--- config.mk ---
export PLATFORM = sky130hd
export DESIGN_NAME = cmp_edge_ctrl
export DESIGN_NICKNAME = d
export VERILOG_FILES = /design/src/rtl/cmp_ctrl_pkg.sv /design/src/rtl/cmp_sync.sv /design/src/rtl/cmp_edge_flag.sv /design/src/rtl/cmp_cfg_regs.sv /design/src/rtl/cmp_edge_ctrl.sv
export SDC_FILE = /design/constraint.sdc
export NUM_CORES = 1
export LEC_CHECK = 0
export ABC_AREA = 1
export ABC_CLOCK_PERIOD_IN_PS = 2600
export CORE_UTILIZATION = 33
export CTS_CLUSTER_DIAMETER = 40
export CTS_CLUSTER_SIZE = 40
export DETAILED_ROUTE_END_ITERATION = 16
export PLACE_DENSITY = 0.87
export REMOVE_ABC_BUFFERS = 1
export SKIP_CTS_REPAIR_TIMING = 1
export SLEW_MARGIN = 30
export SYNTH_ARGS = -nofsm -noshare
export SYNTH_HDL_FRONTEND = slang
export SYNTH_SLANG_ARGS = --single-unit
--- constraint.sdc ---
create_clock -name clk -period 2.6 [get_ports clk]
set_input_delay 0.39 -clock clk [delete_from_list [all_inputs] [get_ports clk]]
set_output_delay 0.39 -clock clk [all_outputs]
set_load 0.02 [all_outputs]
--- src/rtl/cmp_ctrl_pkg.sv ---
package cmp_ctrl_pkg;
  localparam int EDGE_LSB = 3;
  localparam int EDGE_W   = 2;
  localparam int SYNC_BIT = 6;
  localparam int POS_LSB  = 8;
  localparam int NEG_LSB  = 11;
  localparam int SEL_W    = 3;
  localparam int CLR_BIT  = 20;
  localparam int STAT_BIT = 21;
  localparam int FLAG_BIT = 23;
  localparam int HYS_LSB  = 25;
  localparam int HYS_W    = 2;
  localparam int WORD_W   = 32;

  typedef enum logic [EDGE_W-1:0] {
    EDGE_FALL     = 2'd0,
    EDGE_RISE     = 2'd1,
    EDGE_BOTH     = 2'd2,
    EDGE_BOTH_ALT = 2'd3
  } edge_mode_e;

  // Writable bits of the control word
  function automatic logic [WORD_W-1:0] cfg_mask();
    logic [WORD_W-1:0] m;
    m = '0;
    m[EDGE_LSB +: EDGE_W] = '1;
    m[SYNC_BIT]           = 1'b1;
    m[POS_LSB +: SEL_W]   = '1;
    m[NEG_LSB +: SEL_W]   = '1;
    m[CLR_BIT]            = 1'b1;
    m[HYS_LSB +: HYS_W]   = '1;
    return m;
  endfunction
endpackage

--- src/rtl/cmp_sync.sv ---
module cmp_sync #(
  parameter int STAGES = 2
) (
  input  logic clk,
  input  logic rst_n,
  input  logic raw_i,
  output logic sync_o,
  output logic prev_o
);
  logic [STAGES-1:0] stg_q;
  logic              prev_q;

  always_ff @(posedge clk or negedge rst_n) begin
    if (!rst_n) begin
      stg_q  <= '0;
      prev_q <= 1'b0;
    end else begin
      stg_q  <= {stg_q[STAGES-2:0], raw_i};
      prev_q <= stg_q[STAGES-1];
    end
  end

  assign sync_o = stg_q[STAGES-1];
  assign prev_o = prev_q;
endmodule

--- src/rtl/cmp_edge_flag.sv ---
module cmp_edge_flag
  import cmp_ctrl_pkg::*;
(
  input  logic              clk,
  input  logic              rst_n,
  input  logic [EDGE_W-1:0] mode_i,
  input  logic              sync_i,
  input  logic              prev_i,
  input  logic              hold_i,
  output logic              flag_o
);
  logic rise, fall, hit, flag_q;

  always_comb begin
    rise = sync_i & ~prev_i;
    fall = ~sync_i & prev_i;
    case (edge_mode_e'(mode_i))
      EDGE_FALL: hit = fall;
      EDGE_RISE: hit = rise;
      default:   hit = rise | fall;
    endcase
  end

  always_ff @(posedge clk or negedge rst_n) begin
    if (!rst_n)      flag_q <= 1'b0;
    else if (hold_i) flag_q <= 1'b0;
    else if (hit)    flag_q <= 1'b1;
  end

  assign flag_o = flag_q;
endmodule

--- src/rtl/cmp_cfg_regs.sv ---
module cmp_cfg_regs
  import cmp_ctrl_pkg::*;
#(
  parameter int DATA_W = 32
) (
  input  logic              clk,
  input  logic              rst_n,
  input  logic              wr_en_i,
  input  logic [DATA_W-1:0] wdata_i,
  output logic [DATA_W-1:0] cfg_o,
  output logic              clr_next_o
);
  localparam logic [DATA_W-1:0] WMASK = DATA_W'(cfg_mask());

  logic [DATA_W-1:0] cfg_q, cfg_d;

  always_comb begin
    cfg_d = cfg_q;
    if (wr_en_i) cfg_d = wdata_i & WMASK;
  end

  always_ff @(posedge clk or negedge rst_n) begin
    if (!rst_n) cfg_q <= '0;
    else        cfg_q <= cfg_d;
  end

  assign cfg_o      = cfg_q;
  // Clear level for the coming cycle; a write of 0 releases the hold on its own edge
  assign clr_next_o = cfg_d[CLR_BIT];
endmodule

--- src/rtl/cmp_edge_ctrl.sv ---
module cmp_edge_ctrl
  import cmp_ctrl_pkg::*;
#(
  parameter int DATA_W      = 32,
  parameter int SYNC_STAGES = 2
) (
  input  logic              clk,
  input  logic              rst_n,
  input  logic              bus_wr_en,
  input  logic [DATA_W-1:0] bus_wdata,
  output logic [DATA_W-1:0] bus_rdata,
  input  logic              cmp_raw_i,
  output logic [SEL_W-1:0]  pos_sel_o,
  output logic [SEL_W-1:0]  neg_sel_o,
  output logic [HYS_W-1:0]  hys_sel_o,
  output logic              cmp_out_o,
  output logic              irq_o
);
  logic [DATA_W-1:0] cfg;
  logic              clr_next, sync_lvl, prev_lvl, flag;
  logic [DATA_W-1:0] status;

  cmp_cfg_regs #(.DATA_W(DATA_W)) regs_i (
    .clk(clk), .rst_n(rst_n), .wr_en_i(bus_wr_en), .wdata_i(bus_wdata),
    .cfg_o(cfg), .clr_next_o(clr_next)
  );

  cmp_sync #(.STAGES(SYNC_STAGES)) sync_i (
    .clk(clk), .rst_n(rst_n), .raw_i(cmp_raw_i),
    .sync_o(sync_lvl), .prev_o(prev_lvl)
  );

  cmp_edge_flag flag_i (
    .clk(clk), .rst_n(rst_n), .mode_i(cfg[EDGE_LSB +: EDGE_W]),
    .sync_i(sync_lvl), .prev_i(prev_lvl), .hold_i(clr_next), .flag_o(flag)
  );

  always_comb begin
    status           = '0;
    status[STAT_BIT] = sync_lvl;
    status[FLAG_BIT] = flag;
  end

  assign bus_rdata = cfg | status;
  assign pos_sel_o = cfg[POS_LSB +: SEL_W];
  assign neg_sel_o = cfg[NEG_LSB +: SEL_W];
  assign hys_sel_o = cfg[HYS_LSB +: HYS_W];
  assign cmp_out_o = cfg[SYNC_BIT] ? sync_lvl : cmp_raw_i;
  assign irq_o     = flag;
endmodule

==> key figures <==
Placement
  – DP Area: 1132 um2
  – Pre-CTS setup slack: 559.0 ps
  – Gpl congestion: 0.6891
  – Port Buf Inserts: 39
  – Hpwl dp: 1244 um

Status
  – Status: finished, final reports clean

Logic synthesis
  – Sequential area share after synthesis: 46.04%
  – Post-Syn Area: 869.6 um2
  – Avg Cell Area, Syn: 10.74 um2
  – Yosys warnings: 0
  – Synth unique cells: 15
  – Synthesized instance count: 81
  – Synthesized flop and latch total: 16

Routing
  – Via density: 3.986
  – Via count: 566
  – DRC: 0
  – Wire per inst: 11.26 um
  – First DRT Iteration DRCs: 3
  – DRT Pass-1 Iters: 4
  – WL final: 1599 um
  – Routed Antenna Nets: 0

Setup path
  – Stages on the worst setup path: 4
  – RR Startpoint: sync_i.stg_q[1]
  – Crit Path Class: input pin to primary output
  – Critical path arrival: 1650 ps
  – CP endpoint kind: primary output
  – CP cell instances: clkdlybuf4s50_1 -> nand2_1 -> o21ai_0 -> clkdlybuf4s50_1
  – FF-to-FF path depth: 4
  – CP delay by family, top: buffers and inverters
  – Most frequent CP cell: clkdlybuf4s50_1
  – Crit start category: input pin
  – Crit-path slowest cell: clkdlybuf4s50_1
  – Worst reg-to-reg setup slack: 1530 ps
  – Reg-to-reg endpoint: flag_i.flag_o
  – Critical Path RT: 2210 ps
  – CP max FO: 2
  – Max incr delay on CP: 640 ps
  – Crit path buffers/inverters: 2

Pwr
  – Worst vdd ir: 0.0003765 V
  – Flop pwr share: 43.0%
  – Sw frac: 31.04%
  – Static leakage: 0.5516 nW
  – Combinational power share: 32.7%
  – Clock power share: 24.3%
  – Pint: 462.5 uW
  – Cell Pwr Density: 573.9 nW/um2
  – Psw: 208.1 uW

STA
  – Slew Limit Fails: 0
  – Final Hold Viols: 0
  – Unrepaired setup endpoints after global routing: false
  – Slew @ Worst Pin: 715.3 ps
  – Max Fclk: 0.4907 GHz
  – Fin crit period: 2038 ps
  – Final period util: 78.39%
  – Max transition margin: 52.17%
  – Sum Neg Setup Slack: 0 ps
  – Skew final: 3.738 ps
  – Final Setup Violations: 0
  – Final setup margin: 561.9 ps

Final layout
  – Share of cells above drive strength 1: 12.50%
  – Finished Cell Area: 1169 um2
  – Leading cell type in the layout, fill and taps excluded: clkdlybuf4s50_1
  – Area growth from synthesis to layout: 34.39%
  – Most frequent cells in the layout: clkdlybuf4s50_1, conb_1, dfrtp_1
  – Final net count: 151
  – Inserted Diodes: 0

CTS
  – Root Driver: clkbuf_4
  – Worst-path clk slew: 100 ps
  – Htree depth: 1
  – Later-pin clock latency in the skew report: 280 ps
  – # clock sinks: 16
  – CTS tree: yes
  – Max Root-Sink Buffers: 2
  – Cts bufs inserted: 3

Floorplanning
  – Core area: 2477 um2
  – Num ports: 78
  – Die area: 2845 um2
  – Die Wd: 53.34 um
  – Die height: 53.34 um
  – Cell row count: 18
  – Initial Utilization: 35.10%

Hold path
  – Worst Hold Class: flop to flop
  – Hold path depth: 0
  – Worst Hold End: sync_i.stg_q[1]
  – Min-delay src: sync_i.stg_q[0]

GRT
  – Largest net degree at the start of global routing: 17
  – First-pass GRT wire length: 2346 um
  – Initial antenna violation count: 0
  – GRT Total Usage: 12.02%
  – Global route overflow: 0
  – Vias in the first global route: 529

Flow run
  – Max-Cap Viols: 0
==> worst reg2reg max path, cell delays in order, from the launching register on <==
cell and delay [ps]:
dfrtp_1 420, ha_1 300, nor2_1 110, nor2_1 40, a21oi_1 130
==> power groups by stage <==
stage	registers, mW	clock network, mW	logic, mW
2_1_floorplan	0.339	0	0.0561
3_3_place_gp	0.291	0	0.216
3_5_place_dp	0.294	0	0.221
4_1_cts	0.289	0.174	0.222
5_1_grt	0.291	0.183	0.235
6_report	0.288	0.163	0.219
==> synthesized netlist by cell type <==
| cell | number | area share (%) |
|---|---|---|
| o21ai_0 | 4 | 2.3 |
| buf_4 | 28 | 24 |
| nor2_1 | 2 | 0.86 |
| a21oi_1 | 1 | 0.57 |
| conb_1 | 1 | 0.43 |
| inv_1 | 8 | 3.5 |
| buf_8 | 1 | 1.7 |
| o21ai_2 | 1 | 1.0 |
| nand3_1 | 1 | 0.57 |
| ha_1 | 2 | 2.9 |
| dfrtp_1 | 16 | 46 |
| mux2_4 | 3 | 5.2 |
| buf_6 | 1 | 1.3 |
| mux2_2 | 5 | 6.5 |
| nand2_1 | 7 | 3.0 |
==> area by class of cell <==
class                      instances  area, um2
multi-input combinational         44      266.5
clock buffer                       4      36.28
fill                             258       1309
sequential                        16      400.4
inverter                           8      30.03
timing repair buffer              40      397.9
tap                               30      37.54
==> cells by family (layout without fill, tap and decap cells) <==
family                     after synthesis  in the layout  synth area share, %
adders and majority gates                2              2                2.877
other                                    1             18               0.4312
buffers and inverters                   38             52                30.65
muxes                                    8              8                11.65
and+or+nand+nor                         10             10                4.461
DFF                                     16             16                46.04
AOI/OAI and AO/OA                        6              6                3.885
==> how the worst max path moves through the flow <==
stage | startpoint | endpoint | slack, ps
after floorplan | sync_i.stg_q[1] | cmp_out_o | 1160
after global placement | cmp_raw_i | cmp_out_o | 610
after detailed placement | cmp_raw_i | cmp_out_o | 560
after CTS | cmp_raw_i | cmp_out_o | 560
after global routing | sync_i.stg_q[1] | cmp_out_o | 510
final | cmp_raw_i | cmp_out_o | 560
==> flip-flops by register name (all words and copies together) (netlist names) <==
| signal | count |
|---|---|
| sync_i.prev_o | 1 |
| sync_i.stg_q | 2 |
| regs_i.cfg_o | 12 |
| flag_i.flag_o | 1 |
==> per-layer routing <==
layer	global-route usage [%]	routed length, um	vias to the layer above
li1	-	-	268
met1	11.67	594	268
met2	23.96	901	30
met3	5.460	103	0
met4	0	0	0
met5	0	0	-
==> per-stage QoR <==
stage,hold slack [ps],utilization (%),cells,total power [mW]
2_1_floorplan,94.41,-,68,0.3951
3_3_place_gp,335.5,45.71,138,0.5071
3_5_place_dp,345.7,45.71,138,0.5150
4_1_cts,368.9,47.17,142,0.6852
5_1_grt,362.0,47.17,142,0.7095
6_report,356.6,47.17,142,0.6707
No activity file was read; power rests on OpenSTA's default activity.
